===== src/rtl/pwm_tmr_pkg.sv =====
// Shared constants and bus target encoding for the dual-slope PWM timer.
package pwm_tmr_pkg;
    localparam int FLAG_N       = 4;
    localparam int FLAG_BOT     = 0;
    localparam int FLAG_TOP     = 1;
    localparam int FLAG_MA      = 2;
    localparam int FLAG_MB      = 3;
    localparam logic [3:0] MODE_TOP_CMPA = 4'd9;

    typedef enum logic [1:0] {
        SEL_BUF_A   = 2'd0,
        SEL_BUF_B   = 2'd1,
        SEL_PERIOD  = 2'd2,
        SEL_FLAG_CLR = 2'd3
    } bus_sel_t;
endpackage


===== src/rtl/pwm_updown_cnt.sv =====
// Up/down counter that reverses at a supplied top and at zero.
// Assumes top_i is stable over the turning clock; tops below 3 are illegal
// but are handled without wrapping.
module pwm_updown_cnt #(
    parameter int W = 16
) (
    input  logic         clk,
    input  logic         rst_n,
    input  logic [W-1:0] top_i,
    output logic [W-1:0] cnt_o,
    output logic         up_o,
    output logic         at_top_o,
    output logic         at_bot_o
);
    logic [W-1:0] cnt_q;
    logic         up_q;

    // Decode turning points from the current state.
    always_comb begin
        at_top_o = up_q && (cnt_q >= top_i);
        at_bot_o = (cnt_q == '0);
    end

    // Advance the count and flip direction at either end.
    always_ff @(posedge clk) begin
        if (!rst_n) begin
            cnt_q <= '0;
            up_q  <= 1'b1;
        end else if (up_q) begin
            if (cnt_q >= top_i) begin
                up_q  <= 1'b0;
                cnt_q <= (cnt_q == '0) ? '0 : cnt_q - 1'b1;
            end else begin
                cnt_q <= cnt_q + 1'b1;
            end
        end else if (cnt_q == '0) begin
            up_q  <= 1'b1;
            cnt_q <= (top_i == '0) ? '0 : {{(W-1){1'b0}}, 1'b1};
        end else begin
            cnt_q <= cnt_q - 1'b1;
        end
    end

    assign cnt_o = cnt_q;
    assign up_o  = up_q;

    AST_TOP_TURN: assert property (@(posedge clk) disable iff (!rst_n)
        (up_q && cnt_q == top_i && cnt_q != '0) |=> (!up_q && cnt_q + 1'b1 == $past(cnt_q)));
    AST_BOT_TURN: assert property (@(posedge clk) disable iff (!rst_n)
        (!up_q && cnt_q == '0 && top_i != '0) |=> (up_q && cnt_q == {{(W-1){1'b0}}, 1'b1}));
    AST_RISE_STEP: assert property (@(posedge clk) disable iff (!rst_n)
        (up_q && cnt_q < top_i) |=> (up_q && cnt_q == $past(cnt_q) + 1'b1));
endmodule


===== src/rtl/pwm_cmp_chan.sv =====
// One compare channel: bus-side buffer, active compare loaded at bottom,
// match detect and registered PWM pin. Assumes load_i pulses on bottom clocks.
module pwm_cmp_chan #(
    parameter int W = 16
) (
    input  logic         clk,
    input  logic         rst_n,
    input  logic         wr_i,
    input  logic [W-1:0] wr_data_i,
    input  logic         load_i,
    input  logic [W-1:0] cnt_i,
    input  logic         cnt_up_i,
    input  logic [1:0]   com_i,
    output logic [W-1:0] active_o,
    output logic         match_o,
    output logic         pwm_o
);
    logic [W-1:0] buf_q;
    logic [W-1:0] act_q;
    logic         pwm_q;

    // Capture bus writes into the buffer.
    always_ff @(posedge clk) begin
        if (!rst_n)    buf_q <= '0;
        else if (wr_i) buf_q <= wr_data_i;
    end

    // Copy the buffer into the active compare at bottom.
    always_ff @(posedge clk) begin
        if (!rst_n)      act_q <= '0;
        else if (load_i) act_q <= buf_q;
    end

    assign match_o = (cnt_i == act_q);

    // Drive the pin from the match and count direction.
    always_ff @(posedge clk) begin
        if (!rst_n)              pwm_q <= 1'b0;
        else if (!com_i[1])      pwm_q <= 1'b0;
        else if (match_o)        pwm_q <= (~cnt_up_i) ^ com_i[0];
    end

    assign active_o = act_q;
    assign pwm_o    = pwm_q;

    AST_LOAD_AT_BOT: assert property (@(posedge clk) disable iff (!rst_n)
        load_i |=> (act_q == $past(buf_q)));
    AST_HOLD_OFF_BOT: assert property (@(posedge clk) disable iff (!rst_n)
        !load_i |=> $stable(act_q));
    AST_PIN_IDLE: assert property (@(posedge clk) disable iff (!rst_n)
        !com_i[1] |=> !pwm_q);
endmodule


===== src/rtl/pwm_flag_reg.sv =====
// Event flags with write-one-to-clear; a set in the same clock wins.
module pwm_flag_reg #(
    parameter int N = 4
) (
    input  logic         clk,
    input  logic         rst_n,
    input  logic [N-1:0] set_i,
    input  logic [N-1:0] clr_i,
    output logic [N-1:0] flags_o
);
    logic [N-1:0] flags_q;

    // Clear requested bits, then apply set events on top.
    always_ff @(posedge clk) begin
        if (!rst_n) flags_q <= '0;
        else        flags_q <= (flags_q & ~clr_i) | set_i;
    end

    assign flags_o = flags_q;

    AST_SET_WINS: assert property (@(posedge clk) disable iff (!rst_n)
        (|set_i) |=> ((flags_q & $past(set_i)) == $past(set_i)));
    AST_CLR_TAKES: assert property (@(posedge clk) disable iff (!rst_n)
        (|(clr_i & ~set_i)) |=> ((flags_q & $past(clr_i & ~set_i)) == '0));
endmodule


===== src/rtl/pwm_dual_slope_top.sv =====
// Dual-slope PWM timer: selects top, decodes bus writes, joins counter,
// two compare channels and the flag register. Assumes one count per clock.
module pwm_dual_slope_top
    import pwm_tmr_pkg::*;
#(
    parameter int W  = 16,
    parameter int NCH = 2
) (
    input  logic         clk,
    input  logic         rst_n,
    input  logic [3:0]   mode_i,
    input  logic [1:0]   com_a_i,
    input  logic [1:0]   com_b_i,
    input  logic         wr_en_i,
    input  logic [1:0]   wr_sel_i,
    input  logic [W-1:0] wr_data_i,
    output logic [W-1:0] count_o,
    output logic [3:0]   flags_o,
    output logic         pwm_a_o,
    output logic         pwm_b_o
);
    logic [W-1:0]      period_q;
    logic [W-1:0]      top_val;
    logic [W-1:0]      cnt;
    logic              cnt_up;
    logic              at_top;
    logic              at_bot;
    logic              top_is_cmpa;
    logic [1:0]        com_arr   [NCH];
    logic [W-1:0]      act_arr   [NCH];
    logic [NCH-1:0]    match_v;
    logic [NCH-1:0]    pwm_v;
    logic [FLAG_N-1:0] flag_set;
    logic [FLAG_N-1:0] flag_clr;

    assign top_is_cmpa = (mode_i == MODE_TOP_CMPA);
    assign top_val     = top_is_cmpa ? act_arr[0] : period_q;
    assign com_arr[0]  = com_a_i;
    assign com_arr[1]  = com_b_i;

    // Period register takes bus writes directly.
    always_ff @(posedge clk) begin
        if (!rst_n)                                      period_q <= '0;
        else if (wr_en_i && wr_sel_i == SEL_PERIOD)      period_q <= wr_data_i;
    end

    pwm_updown_cnt #(.W(W)) u_cnt (
        .clk      (clk),
        .rst_n    (rst_n),
        .top_i    (top_val),
        .cnt_o    (cnt),
        .up_o     (cnt_up),
        .at_top_o (at_top),
        .at_bot_o (at_bot)
    );

    for (genvar i = 0; i < NCH; i++) begin : g_chan
        pwm_cmp_chan #(.W(W)) u_chan (
            .clk       (clk),
            .rst_n     (rst_n),
            .wr_i      (wr_en_i && wr_sel_i == 2'(i)),
            .wr_data_i (wr_data_i),
            .load_i    (at_bot),
            .cnt_i     (cnt),
            .cnt_up_i  (cnt_up),
            .com_i     (com_arr[i]),
            .active_o  (act_arr[i]),
            .match_o   (match_v[i]),
            .pwm_o     (pwm_v[i])
        );
    end

    // Gather flag events and bus clear requests.
    always_comb begin
        flag_set           = '0;
        flag_set[FLAG_BOT] = at_bot;
        flag_set[FLAG_TOP] = at_top && !top_is_cmpa;
        flag_set[FLAG_MA]  = match_v[0];
        flag_set[FLAG_MB]  = match_v[1];
        flag_clr = (wr_en_i && wr_sel_i == SEL_FLAG_CLR) ? wr_data_i[FLAG_N-1:0] : '0;
    end

    pwm_flag_reg #(.N(FLAG_N)) u_flags (
        .clk     (clk),
        .rst_n   (rst_n),
        .set_i   (flag_set),
        .clr_i   (flag_clr),
        .flags_o (flags_o)
    );

    assign count_o = cnt;
    assign pwm_a_o = pwm_v[0];
    assign pwm_b_o = pwm_v[1];

    AST_BOT_FLAG: assert property (@(posedge clk) disable iff (!rst_n)
        (count_o == '0) |=> flags_o[FLAG_BOT]);
    AST_TOP_FLAG_MODE: assert property (@(posedge clk) disable iff (!rst_n)
        (cnt_up && count_o == period_q && count_o != '0 && !top_is_cmpa) |=> flags_o[FLAG_TOP]);
endmodule


===== config.mk =====
export PLATFORM = sky130hd
export DESIGN_NAME = pwm_dual_slope_top
export DESIGN_NICKNAME = d
export VERILOG_FILES = /design/src/rtl/pwm_tmr_pkg.sv /design/src/rtl/pwm_updown_cnt.sv /design/src/rtl/pwm_cmp_chan.sv /design/src/rtl/pwm_flag_reg.sv /design/src/rtl/pwm_dual_slope_top.sv
export SDC_FILE = /design/constraint.sdc
export NUM_CORES = 1
export LEC_CHECK = 0
export ABC_AREA = 1
export BUFFER_PORTS_ARGS = -buffer_cell sky130_fd_sc_hd__buf_2
export CORE_MARGIN = 2
export CORE_UTILIZATION = 45
export CTS_CLUSTER_DIAMETER = 120
export CTS_CLUSTER_SIZE = 20
export DETAILED_ROUTE_END_ITERATION = 7
export GPL_TIMING_DRIVEN = 0
export PLACE_DENSITY = 0.72
export SYNTH_ARGS = -nofsm -noshare
export SYNTH_HDL_FRONTEND = slang
export SYNTH_SLANG_ARGS = --single-unit
export TNS_END_PERCENT = 30

===== constraint.sdc =====
create_clock -name clk -period 3.4 [get_ports clk]
set_input_delay 0.51 -clock clk [delete_from_list [all_inputs] [get_ports clk]]
set_output_delay 0.51 -clock clk [all_outputs]
set_load 0.02 [all_outputs]

Yosys cells after proc, flatten, opt, wreduce, memory -nomap -nowiden. Cells that the tools add are included.

Flip-flop bits (word level): 103. Latch bits: 0. Memory bits (writable): 0. Memory bits (read-only): 0. Output and inout port bits: 22. Memories: 0.

$add $sub $neg: 2. $mul: 0. Div/mod/pow operators: 0. Order comparisons: 1. Equality and inequality tests: 6. Shift operators: 0. Multiplexer cells: 10. Bitwise logic cells: 6. Reduce and logical (&&, ||, !) cells: 12.

Operators with widths (count): $mux 16 (5); $eq 16x16->1 (2); $logic_not 16->1 (2); $add 16x1->16 const B (1); $ge 16x16->1 (1); $sub 16x1->16 const B (1); $logic_and 1x1->1 (6); $and 4x4->4 (1); $eq 2x2->1 const B (2); $eq 4x4->1 const B (1); $mux 1 (4); $mux 4 (1); $not 4->4 (1); $or 4x4->4 (1); $reduce_and 2->1 (2); $eq 2x1->1 const B (1); $logic_not 2->1 (1); $xor 1x1->1 (2); $logic_not 1->1 (1); $not 1->1 (1).

Logic depth before layout (Yosys ltp). Gate-level depths: netlist of run 1.

Depth after elaboration: 6. Gate-level depth with buffers: 20.

By module. A second synthesis of run 1 with hierarchy kept.

Cells, all modules: 964. Area, all modules: 6000.8 µm².

Modules (own cells, without submodules): pwm_cmp_chan (times used 2, cells each 221, area an instance 1438.9 µm², seq. area each 660.6 µm²); pwm_updown_cnt (times used 1, cells each 330, area an instance 2031.9 µm², seq. area each 340.3 µm²); pwm_dual_slope_top (times used 1, cells each 171, area an instance 942.2 µm², seq. area each 320.3 µm²); pwm_flag_reg (times used 1, cells each 21, area an instance 148.9 µm², seq. area each 80.1 µm²).

Worst setup path after synthesis of run 1. No wires, ideal clock.

Path kind: input-to-reg. From: in mode_i[3]. To: reg u_cnt.cnt_q[3] (netlist: u_cnt.cnt_o[3]). Library setup time: 0.117 ns. Arrival time: 2.469 ns. Path slack: 0.814 ns. Cell stages on the path: 16. Cells stage by stage: nand2_1 > clkinv_1 > nand2_2 > buf_4 > nor2_1 > a21oi_1 > ha_1 > nand2_1 > inv_1 > o21bai_1 > a21oi_1 > nor2_1 > nand3_1 > buf_2 > o21ai_0 > nor2_1.

Word-level cells in the longest chain between the ends: 5.

Ends and longest elaborated chain: start: declaration (RTL line pwm_dual_slope_top.sv:11) `input logic [3:0] mode_i,`; $eq 4x4->1 (RTL line pwm_dual_slope_top.sv:36) `assign top_is_cmpa = (mode_i == MODE_TOP_CMPA);`; $mux 16 (RTL line pwm_dual_slope_top.sv:37) `assign top_val = top_is_cmpa ? act_arr[0] : period_q;`; $ge 16x16->1 (RTL line pwm_updown_cnt.sv:30) `if (cnt_q >= top_i) begin`; $mux 16 (RTL line pwm_updown_cnt.sv:30); $mux 16 (RTL line pwm_updown_cnt.sv:29) `end else if (up_q) begin`; end signal: assignment (RTL line pwm_updown_cnt.sv:32) `cnt_q <= (cnt_q == '0) ? '0 : cnt_q - 1'b1;`; end signal: assignment (RTL line pwm_updown_cnt.sv:34) `cnt_q <= cnt_q + 1'b1;`; end signal: assignment (RTL line pwm_updown_cnt.sv:38) `cnt_q <= (top_i == '0) ? '0 : {{(W-1){1'b0}}, 1'b1};`; end: declaration (RTL line pwm_updown_cnt.sv:15) `logic [W-1:0] cnt_q;`.

Every way passes these cells. A chain may end at the register's enable or synchronous reset.

Final worst setup path of run 1.
From: in mode_i[3]. To: reg u_cnt.cnt_q[4] (netlist: u_cnt.cnt_o[4]).

Same word-level chain as after synthesis.

==> metrics, run 1 <==
status=completed; total of endpoints with negative setup slack in the final report=0; post-detailed-route wirelength per cell=16.40 um; net switching fraction of the power=approximately 44%; syn_nets=between 800 and 900; worst min-delay path class=in2reg; dpl ws=-0.04787 ns; Yosys warning total=0; TritonCTS clock tree=done; share of layout cells above drive strength 1=between 10% and 20%; relative contribution of sequential cells to total power=33.9%; met1 track demand over resource=approximately a third; pwr dens=around 760 nW/um2; global-route layer with the greatest usage=met2; Synth area leaders=dfxtp_1 38%, o21ai_0 9.5%, nand2_1 8.1%; end point of the most critical hold path=g_chan[0].u_chan.pwm_o; clock network fraction of total power=a little over a fifth; Worst Reg-to-Reg Cells=14; count of cell types in the netlist=36; overall die area=roughly 13000 um2; Inserted Diodes=0; core footprint=roughly 12000 um2; R2R Path End=u_cnt.cnt_o[4]; Synth Cell Area=between 5000 and 6000 um2; placer's final routability congestion estimate=about 0.96; unrepaired setup endpoints after global routing=no; register bit count reported by yosys=roughly 100; Crit path arrival time=around 3.4 ns; maximum number of buffers from clock root to sink=2; required time of the critical path=approximately 3.7 ns; Final #Nets=around 900; number of antenna violations at the first check in global routing=0; total via count after detailed routing=5297; final slew viol count=0; Yosys top cell area share=a little under two fifths; Die Width=between 100 and 150 um; Critical Setup Path Class=in2reg; Achievable Freq=around 0.32 GHz; number of iterations in the first detailed-routing pass=7; nature of the critical path endpoint=flop; buffer cell driving the clock tree root=clkbuf_16; Post-Syn Area per Cell=around 7.0 um2; total leakage power=just under 3 nW; Net Sw Power=2.095 mW; number of standard cells after synthesis=781; clock input transition at the sequential cells of the worst setup and hold paths=around 0.070 ns; HP Start=com_a_i[1]; total negative setup slack=0 ns; cts bufs inserted=9; portion of total power attributed to combinational logic=around 44%; wire length of the first global-routing pass=25.58 mm; count of hold-fix buffers inserted at cts=0; effective utilization at floorplan=between 40% and 50%; min cycle time layout=3.124 ns; Post-CTS Resized=0; final worst slack=approximately 0.28 ns; setup bufs post-CTS=0; maximum number of pins on one net before global-route repair=21; maximum resistive drop on vdd=~0.47 mV; Yosys top cell by area=dfxtp_1; final clock period utilization by the worst path=between 90 and 100%; insertion delay to the later sink of the worst-skew pair=between 0.3 and 0.4 ns; Site Rows=40; residual antenna-violating net count after detailed routing=0; maximum level of the CTS H-tree=3; number of buffers added on ports=49; Critical Path Start Type=primary input; number of remaining DRC errors=0; pin slew with the least headroom to its limit=0.6346 ns; maximum fanout encountered on the critical timing path=10; final worst clock skew=roughly 0.007 ns; Sinks on Clock Net=approximately 100; reg-to-reg slack, setup=0.82 ns; commonest cells after routing, fill and taps aside=118 x nand2_1, 117 x nor2_1, 104 x o21ai_0; detailed-route vias per instance=5.334; Routed Wire Length=between 15 and 20 mm; initial drt markers=a little under 400; Reg2Reg Launch Point=g_chan[0].u_chan.active_o[9]; M2 GR Usage=about two fifths; DP Cell Count=slightly below 1000; share of synthesized area occupied by flip-flops and latches=37.74%; area delta synth->final=13.33%; filler-free cell count of the finished design=~1000; die extent in y=about 110 um; number of top-level design ports=51; count of endpoints failing hold in the final timing report=0; GRT Overall Usage=between 20% and 30%; dpl hpwl=12.43 mm; most frequent standard cell in the layout excluding fill and tap cells=nand2_1; vias in the first global route=4828; number of max-cap violations=0; global routing met3 resource utilization=under 10%; depth of the worst hold-timing path=3; Internal=between 2 and 3 mW; overflow left after global routing=0; Worst slew margin=a little under three fifths
kinds of logic after synthesis:
| kind of cell | share of synthesized area (%) |
|---|---|
| buf+inv | 9.778 |
| fa+ha+maj | 4.122 |
| compound gates | 18.41 |
| simple gates | 23.86 |
| flops | 37.74 |
| xor+xnor | 6.091 |
how the worst max path moves through the flow:
stage | slack (ns) | endpoint | cells past startpoint | start
global placement | -0.02 | u_cnt.cnt_o[4] | 18 | mode_i[3]
finish | 0.28 | u_cnt.cnt_o[4] | 18 | mode_i[3]
CTS | 0.31 | u_cnt.cnt_o[4] | 18 | mode_i[3]
detailed placement | -0.05 | u_cnt.cnt_o[4] | 18 | mode_i[3]
global route | 0.1 | u_cnt.cnt_o[14] | 18 | mode_i[3]
floorplan | 0.81 | u_cnt.cnt_o[3] | 16 | mode_i[3]
stage by stage:
stage	hold WS [ns]	area (um2)	util [%]	total power, mW
6_report	0.3911	6192	51.99	4.731
5_1_grt	0.3947	6192	51.99	5.064
4_1_cts	0.3835	6192	51.99	4.722
3_5_place_dp	0.4357	5893	49.47	3.685
3_3_place_gp	0.4386	5893	49.47	3.661
2_1_floorplan	0.4205	5464	-	3.086
layout make-up:
class | instances | area, um2
tap | 147 | 183.9
clock inverter | 7 | 73.82
buffer | 39 | 209.0
fill | 1199 | 5719
multi-input combinational | 553 | 2868
timing repair buffer | 49 | 245.2
clock buffer | 9 | 225.2
inverter | 86 | 325.3
sequential | 103 | 2062
cells in the mapped netlist:
master	number
nand2_2	1
nand3_1	27
o211ai_1	1
buf_1	2
o21ai_2	1
xnor2_1	1
inv_4	1
nand4_1	8
inv_1	81
nand2_4	1
xor2_1	37
clkinv_1	2
nor3_2	2
dfxtp_1	103
a21oi_2	1
o21bai_1	2
nor3_1	15
clkbuf_1	18
buf_6	5
o21a_1	2
nor2_1	117
nor4_1	1
nor2_4	4
ha_1	18
nand2_1	118
o21ai_1	2
clkbuf_2	1
inv_2	2
buf_4	3
nand3_2	2
a21oi_1	84
o21ai_0	104
nor2_2	1
or2_2	1
buf_2	10
nor2_8	2
power groups by stage:
stage	Combinational, mW	Clock, mW	Sequential (mW)
global placement	2.04	0	1.62
floorplan	1.44	0	1.65
global route	2.34	1.10	1.62
finish	2.09	1.03	1.60
CTS	2.07	1.05	1.60
detailed placement	2.06	0	1.63
worst max-delay path, cell delays in order:
cell	delay (ns)
buf_2	0.09
nand2_1	0.06
clkinv_1	0.25
nand2_2	0.20
buf_4	0.18
nor2_1	0.05
a21oi_1	0.30
ha_1	0.32
nand2_1	0.06
inv_1	0.03
o21bai_1	0.11
a21oi_1	0.08
nor2_1	0.18
nand3_1	0.33
buf_2	0.33
nand2_1	0.08
nand2_1	0.05
a21oi_1	0.18
registers in the layout, summed over array words and instances, names as in the netlist:
register                count
g_chan.u_chan.buf_q        32
period_q                   16
u_cnt.cnt_o                16
g_chan.u_chan.active_o     32
u_cnt.up_o                  1
g_chan.u_chan.pwm_o         2
u_flags.flags_o             4
layer usage:
metal,part of all wire (%),up-vias
met3,7.0,46
li1,-,2653
met5,0,-
met4,4.2,0
met2,44,211
met1,45,2387
(Power assumes the default switching activity.)
==> inputs of run 2 (changes only) <==
--- a/config.mk
+++ b/config.mk
@@ -7,6 +7,7 @@
 export LEC_CHECK = 0
 export ABC_AREA = 1
 export BUFFER_PORTS_ARGS = -buffer_cell sky130_fd_sc_hd__buf_2
+export CORE_ASPECT_RATIO = 1.2
 export CORE_MARGIN = 2
 export CORE_UTILIZATION = 45
 export CTS_CLUSTER_DIAMETER = 120
==> metrics, run 2 (synthesized netlist as in run 1, its figures left out) <==
most frequent standard cell in the layout excluding fill and tap cells=nand2_1; worst min-delay path class=in2reg; maximum fanout encountered on the critical timing path=10 (unchanged); status=completed; required time of the critical path=3.64 ns (-0.03 ns); buffer cell driving the clock tree root=clkbuf_16; multi-input combinational cell area=2873 um2 (+0.17%); Crit path arrival time=3.32 ns (-0.07 ns); maximum level of the CTS H-tree=3 (unchanged); Site Rows=44 (+10%); met3 WL post-DR=955 um (-17%); vias in the first global route=4928 (+2.1%); count of endpoints failing hold in the final timing report=0 (unchanged); Sinks on Clock Net=103 (unchanged); Fin Hold WS=0.4070 ns (+0.01589 ns); Critical Path Start Type=primary input; number of iterations in the first detailed-routing pass=5 (-2); portion of total power attributed to combinational logic=44.1% (-0.2 points); final slew viol count=0 (unchanged); crit-path most repeated cell=nand2_1; pin slew with the least headroom to its limit=0.6572 ns (+0.02251 ns); Achievable Freq=0.3254 GHz (+1.7%); post-detailed-route wirelength per cell=16.05 um (-2.2%); final worst clock skew=0.009190 ns (+0.002061 ns); flip-flop and latch area=2062 um2 (unchanged); Routed met1 length=6.958 mm (-4.9%); final worst slack=0.3267 ns (+0.05099 ns); total of endpoints with negative setup slack in the final report=0 (unchanged); Final #Nets=888 (unchanged); R2R Path End=u_cnt.cnt_o[4]; die extent in y=124.7 um (+9.2%); pwr dens=765.6 nW/um2 (+0.21%); metal2 WL=7.257 mm (+1.5%); wire length of the first global-routing pass=25.38 mm (-0.78%); total leakage power=2.887 nW (+0.20%); unrepaired setup endpoints after global routing=no; reg-to-reg slack, setup=0.86 ns (+0.04 ns); TritonCTS clock tree=done; last element of the critical path=u_cnt.cnt_o[4]; overall die area=13040 um2 (about the same); number of top-level design ports=51 (unchanged); final clock period utilization by the worst path=90.39% (-1.5 points); Die Width=104.6 um (-8.4%); Reg2Reg Launch Point=g_chan[0].u_chan.active_o[11]; residual antenna-violating net count after detailed routing=0 (unchanged); insertion delay to the later sink of the worst-skew pair=0.35 ns (about the same); core footprint=12000 um2 (+0.76%); Worst slew margin=56.19% (-1.3 points); Highest Signal Layer=met4; total via count after detailed routing=5289 (-0.15%); Routed Wire Length=16.16 mm (-0.77%); net switching fraction of the power=44.36% (+0.076 points); launching instance or port of the critical path=mode_i[3]; Critical Setup Path Class=in2reg; detailed-route vias per instance=5.252 (-1.5%); list of cells traversed by the critical path=buf_2 -> nand2_1 -> clkinv_1 -> nand2_2 -> buf_4 -> nor2_1 -> a21oi_1 -> ha_1 -> nand2_1 -> inv_1 -> o21bai_1 -> a21oi_1 -> nor2_1 -> nand3_2 -> buf_2 -> nand2_1 -> nand2_1 -> a21oi_1; maximum number of buffers from clock root to sink=2 (unchanged); min cycle time layout=3.073 ns (-0.05099 ns); depth of the worst hold-timing path=3 (unchanged); effective utilization at floorplan=45.53% (-0.34 points); number of buffers added on ports=49 (unchanged); number of antenna violations at the first check in global routing=0 (unchanged); Fillers=1223 (+2.0%); commonest cells after routing, fill and taps aside=118 x nand2_1, 117 x nor2_1, 104 x o21ai_0; maximum resistive drop on vdd=0.3246 mV (-31%); GRT Overall Usage=25.08% (-0.65 points); cts bufs inserted=9 (unchanged); dpl hpwl=12.41 mm (-0.15%); clock input transition at the sequential cells of the worst setup and hold paths=0.08 ns (about the same); overflow left after global routing=0 (unchanged); setup bufs post-CTS=0 (unchanged); maximum single-stage delay on the critical path=0.30 ns (-0.03 ns); number of remaining DRC errors=0 (unchanged); clock network fraction of total power=22.3% (+0.4 points); nature of the critical path endpoint=flop; placer's final routability congestion estimate=0.9106 (-5.0%); Worst Reg-to-Reg Cells=11 (-3); slowest cell on the critical path=ha_1; Internal=2.650 mW (+0.54%); Net Sw Power=2.113 mW (+0.85%); Inserted Diodes=0 (unchanged); dpl ws=-0.1127 ns (-0.06488 ns); maximum number of pins on one net before global-route repair=22 (+4.8%); area delta synth->final=13.85%; initial drt markers=380 (-4.0%); relative contribution of sequential cells to total power=33.5% (-0.4 points); share of layout cells above drive strength 1=12.29% (+0.12 points); number of max-cap violations=0 (unchanged)
[run 2: stage by stage]
stage | util [%] | total power [mW] | instance area (um2) | TNS, ns | instances
2_1_floorplan | - | 3.086 | 5464 | 0 | 781
3_3_place_gp | 49.25 | 3.660 | 5911 | -0.1197 | 991
3_5_place_dp | 49.25 | 3.684 | 5911 | -0.1218 | 991
4_1_cts | 51.79 | 4.740 | 6216 | 0 | 1007
5_1_grt | 51.83 | 5.099 | 6221 | 0 | 1007
6_report | 51.83 | 4.763 | 6221 | 0 | 1007
[run 2: final cells by class]
type / instances / area share (%)
flip-flops and latches: 103 / 33.15
repair buffers: 49 / 3.942
clock inverters: 7 / 1.287
multi-input cells: 553 / 46.18
plain buffers: 39 / 3.359
well taps: 161 / 3.238
clock buffers: 9 / 3.620
inverters: 86 / 5.229
[run 2: worst max-delay path: cells and delay by family]
kind / cells / cell delay [ns]
and+or+nand+nor: 8 / 0.94
buffers and inverters: 5 / 0.82
AOI/OAI and AO/OA: 4 / 0.72
adders and majority gates: 1 / 0.30
[run 2: worst min-delay path by stage]
stage / from / endpoint / slack (ns)
after floorplan: g_chan[0].u_chan.buf_q[0] / g_chan[0].u_chan.active_o[0] / 0.42
after global placement: g_chan[0].u_chan.buf_q[2] / g_chan[0].u_chan.active_o[2] / 0.43
after detailed placement: g_chan[0].u_chan.buf_q[2] / g_chan[0].u_chan.active_o[2] / 0.43
after CTS: com_a_i[1] / g_chan[0].u_chan.pwm_o / 0.41
after global routing: com_a_i[1] / g_chan[0].u_chan.pwm_o / 0.42
final: com_a_i[1] / g_chan[0].u_chan.pwm_o / 0.41
[run 2: metal layers]
layer	vias to the layer above	GRT usage [%]
li1	2646	-
met1	2365	32.34
met2	215	39.18
met3	63	2.564
met4	0	17.49
met5	-	0
[run 2: repair_timing]
item,4_1_cts,5_1_grt
hold buffers,0,0
endpoints found under the setup margin,0,1
gates resized for setup,0,1
[run 2: power by group through the flow]
stage / Sequential, mW / Combinational (mW) / Clock [mW]
2_1_floorplan: 1.65 / 1.44 / 0
3_3_place_gp: 1.62 / 2.04 / 0
3_5_place_dp: 1.62 / 2.07 / 0
4_1_cts: 1.59 / 2.07 / 1.08
5_1_grt: 1.62 / 2.35 / 1.13
6_report: 1.60 / 2.10 / 1.06
